==> config.mk <==
export PLATFORM = sky130hd
export DESIGN_NAME = ewc_interval_judge
export DESIGN_NICKNAME = d
export VERILOG_FILES = /design/src/rtl/ewc_interval_judge.sv
export SDC_FILE = /design/constraint.sdc
export NUM_CORES = 1
export LEC_CHECK = 0
export ABC_AREA = 1
export BUFFER_PORTS_ARGS = -buffer_cell sky130_fd_sc_hd__buf_2
export CAP_MARGIN = 20
export CORE_MARGIN = 4
export CORE_UTILIZATION = 50
export CTS_BUF_LIST = sky130_fd_sc_hd__clkbuf_8
export DETAILED_ROUTE_END_ITERATION = 12
export HOLD_SLACK_MARGIN = 0.02
export PLACE_DENSITY = 0.73
export SLEW_MARGIN = 20
export SYNTH_ARGS = -nofsm -noshare
export SYNTH_HDL_FRONTEND = slang
export SYNTH_SLANG_ARGS = --single-unit
export TNS_END_PERCENT = 50
==> constraint.sdc <==
create_clock -name clk -period 2.7 [get_ports clk]
set_input_delay 0.54 -clock clk [delete_from_list [all_inputs] [get_ports clk]]
set_output_delay 0.54 -clock clk [all_outputs]
set_load 0.005 [all_outputs]
==> src/rtl/ewc_interval_judge.sv <==
// Measures one interval in ticks and rules on it.
module ewc_interval_judge #(
  parameter int LIM_W = 6
) (
  input  logic             clk,
  input  logic             rst,
  input  logic             tick,
  input  logic             edge_hit,
  input  logic             run,
  input  logic [LIM_W-1:0] lim_lo,
  input  logic [LIM_W-1:0] lim_hi,
  output logic             accept,
  output logic             reject
);
  logic [LIM_W-1:0] cv_q;
  logic [LIM_W:0]   nxt;
  logic             too_long;
  logic             too_short;

  assign nxt       = {1'b0, cv_q} + 1'b1;
  assign too_long  = nxt >= {1'b0, lim_hi};
  assign too_short = nxt <  {1'b0, lim_lo};

  assign reject = run & tick & (too_long | (edge_hit & too_short));
  assign accept = run & tick & edge_hit & ~too_long & ~too_short;

  always_ff @(posedge clk) begin
    if (rst || !run)             cv_q <= '0;
    else if (edge_hit)           cv_q <= '0;
    else if (tick && !too_long)  cv_q <= nxt[LIM_W-1:0];
  end
endmodule

==> results.toml <==
[sta]
slew_headroom = 0.797
setup_ws_ns = 0.170
period_needed_ns = 2.53
tightest_slew_ns = 0.303
finalClockSkew_ns = 0.00111
maxSlewViolCount = 0
max_freq_mhz = 395
post-route-period-util = 0.937
setup_viol = 0
finalHoldViolCount = 0
setup-tns-final_ns = 0

[route]
ant_nets = 0
via_per_inst = 4.75
wirelength_mm = 1.73
drc = 0
drtPass1Iterations = 4
drt-initial-drc-count = 14
avgRoutedWirePerCell_um = 10.4
num_vias = 789

[power_and_ir_drop]
peakVddDrop_mv = 0.315
p_per_area_nw_per_um2 = 287
total_power_uw = 300
leakage_uw = 0.000608

[yosys]
ys.warnings.count = 0
ys_seq_elements = 6
syn_area_per_cell_um2 = 6.53
synth_area_leader_cell = "ha_1"
syn-instance-count = 124
ys.flop_type = "dfxtp_1"
synth_top_area_frac = 0.185
synth_edf_count = 0
synth_common_cells = "32 x nand2_1, 23 x inv_1, 12 x ha_1, 7 x nand4_1, 7 x nor2_2"
syn-cell-area_um2 = 810
synth.distinct_cells = 23
synth_area_leaders = "ha_1 19%, dfxtp_1 15%, nand2_1 15%, inv_1 11%, nand4_1 5.4%"
ys_seq_area_frac = 0.148
synth_nets = 153
yosysMostFrequentCell = "nand2_1"
async_reset_ff_frac = 0

[placement]
io_buffers = 18
dpl.hpwl_mm = 1.39
gp_congestion = 0.841
place_area_um2 = 930
dp_slack_ns = 0.235

[global_route]
antenna_found_initial = 0
overflow = 0
grt_pass1_vias = 673
grt_start_max_net_pins = 10
grt_usage = 0.164
grt_pass1_wl_mm = 2.75

[cts]
cts.sinks = 6
insertion_delay_ns = 0.22
cts_buffer_depth = 2
cts.root.buffer_cell = "clkbuf_8"
tritoncts = "yes"
cts_buffers = 3
cts.htree.levels = 1
clkTransAtPathRegs_ns = 0.03

[final_layout]
finalInstanceArea_um2 = 1050
largest_register_ffs = 6
antenna_cells = 0
nets = 181
reg_top3 = "cv_q (6)"
fin_util = 0.687
fillCellCount = 133
layout-drive-gt1-share = 0.373
top_register = "cv_q"
syn2layout_area_growth_pct = 29.4

[floorplan]
die_y_um = 48.2
coreArea_um2 = 1520
die_x_um = 48.2
core.rowCount = 14
pin_count = 19
initial_core_util = 0.531
die_area_um2 = 2330

[critical_path]
cpPeakStageDelay_ns = 0.35
crit_chain = "ha_4 -> nand3_4 -> xor2_2 -> inv_2 -> ha_1 -> nand2_1 -> nand2_1 -> nand2_1 -> nand2_2 -> nor2_4 -> nand3_1 -> nor2_1 -> buf_2"
critical-path-top-delay-family = "simple AND/OR/NAND/NOR gates"
worst-path-buf-inv = 2
worstPathMaxFanout = 4
end_kind = "output pin"
crit_arrival_ns = 1.99
worstSetupPathType = "reg -> out"
cp.required_ns = 2.16
crit_top_cell = "nand2_1"
worst_path_max_delay_cell = "dfxtp_4"
cp-start-kind = "flip-flop"

[min_path]
hold_path.class = "reg -> reg"

[job]
maxCapViolations = 0

[run_status]
status = "complete, no violations"
[cell usage in the layout, fill, tap and decap left out]
cell / n
a21o_1: 1
a21oi_1: 2
and3_1: 1
buf_2: 18
buf_4: 6
bufinv_8: 1
clkbuf_8: 3
clkinv_1: 6
dfxtp_1: 1
dfxtp_2: 3
dfxtp_4: 2
ha_1: 11
ha_4: 1
inv_1: 22
inv_2: 5
nand2_1: 32
nand2_2: 1
nand2_4: 1
nand3_1: 4
nand3_4: 2
nand4_1: 7
nor2_1: 6
nor2_2: 7
nor2_4: 2
nor3_4: 1
o21ai_2: 1
xor2_1: 1
xor2_2: 2
[through the flow]
step	hold WS [ns]	instances
4_1_cts	0.531	165
2_1_floorplan	0.521	124
3_5_place_dp	0.536	159
6_report	0.559	166
5_1_grt	0.576	166
3_3_place_gp	0.535	159
[tightest hold or removal path, cell delays in order, from the launching register on]
cell,delay [ns]
dfxtp_4,0.35
inv_1,0.05
nand2_1,0.05
clkinv_1,0.05
nor2_2,0.03
[cell families after synthesis]
logic type / Yosys count / synth area share
compound gates: 4 / 0.0325
xor+xnor: 3 / 0.0325
buf+inv: 35 / 0.181
fa+ha+maj: 12 / 0.185
simple gates: 64 / 0.420
flops: 6 / 0.148
[layer usage]
layer | vias to the layer above | wire [um] | share of wire | GRT usage
li1 | 428 | - | - | -
met3 | 2 | 66 | 0.038 | 0.0221
met5 | - | 0 | 0 | 0
met1 | 344 | 739 | 0.43 | 0.209
met4 | 0 | 10 | 0.0058 | 0.0484
met2 | 15 | 912 | 0.53 | 0.284
[final timing paths]
check                               to  depth (start not counted)  slack, ns            startpoint
setup / recovery                accept                         13       0.17  cv_q[1]$_SDFFE_PP0P_
hold / removal    cv_q[1]$_SDFFE_PP0P_                          4       0.56  cv_q[1]$_SDFFE_PP0P_
setup reg to reg  cv_q[2]$_SDFFE_PP0P_                         16       0.54  cv_q[1]$_SDFFE_PP0P_
hold reg to reg   cv_q[1]$_SDFFE_PP0P_                          4       0.56  cv_q[1]$_SDFFE_PP0P_
[power by group]
| group | total [uW] | internal (uW) | switching [uW] |
|---|---|---|---|
| Sequential | 93.1 | 90.1 | 2.98 |
| Combinational | 78.3 | 35.3 | 43.0 |
| Clock | 129 | 95.3 | 33.7 |
[final cells by class]
class                   count  area [um^2]  area share
repair buffers             24          135       0.129
multi-input cells          83          578       0.552
inverters                  34          141       0.135
well taps                  16         20.0      0.0191
clock buffers               3         41.3      0.0394
flip-flops and latches      6          131       0.125
[timing repair]
action / in CTS / in global routing
endpoints found under the setup margin: 1 / 2
gates resized for setup: 2 / 11
pin swaps: 2 / 2
buffers inserted: 3 / 1
hold buffers: 0 / 0
gates cloned: 0 / 0
Note: power is estimated with default switching activity, not from simulation.
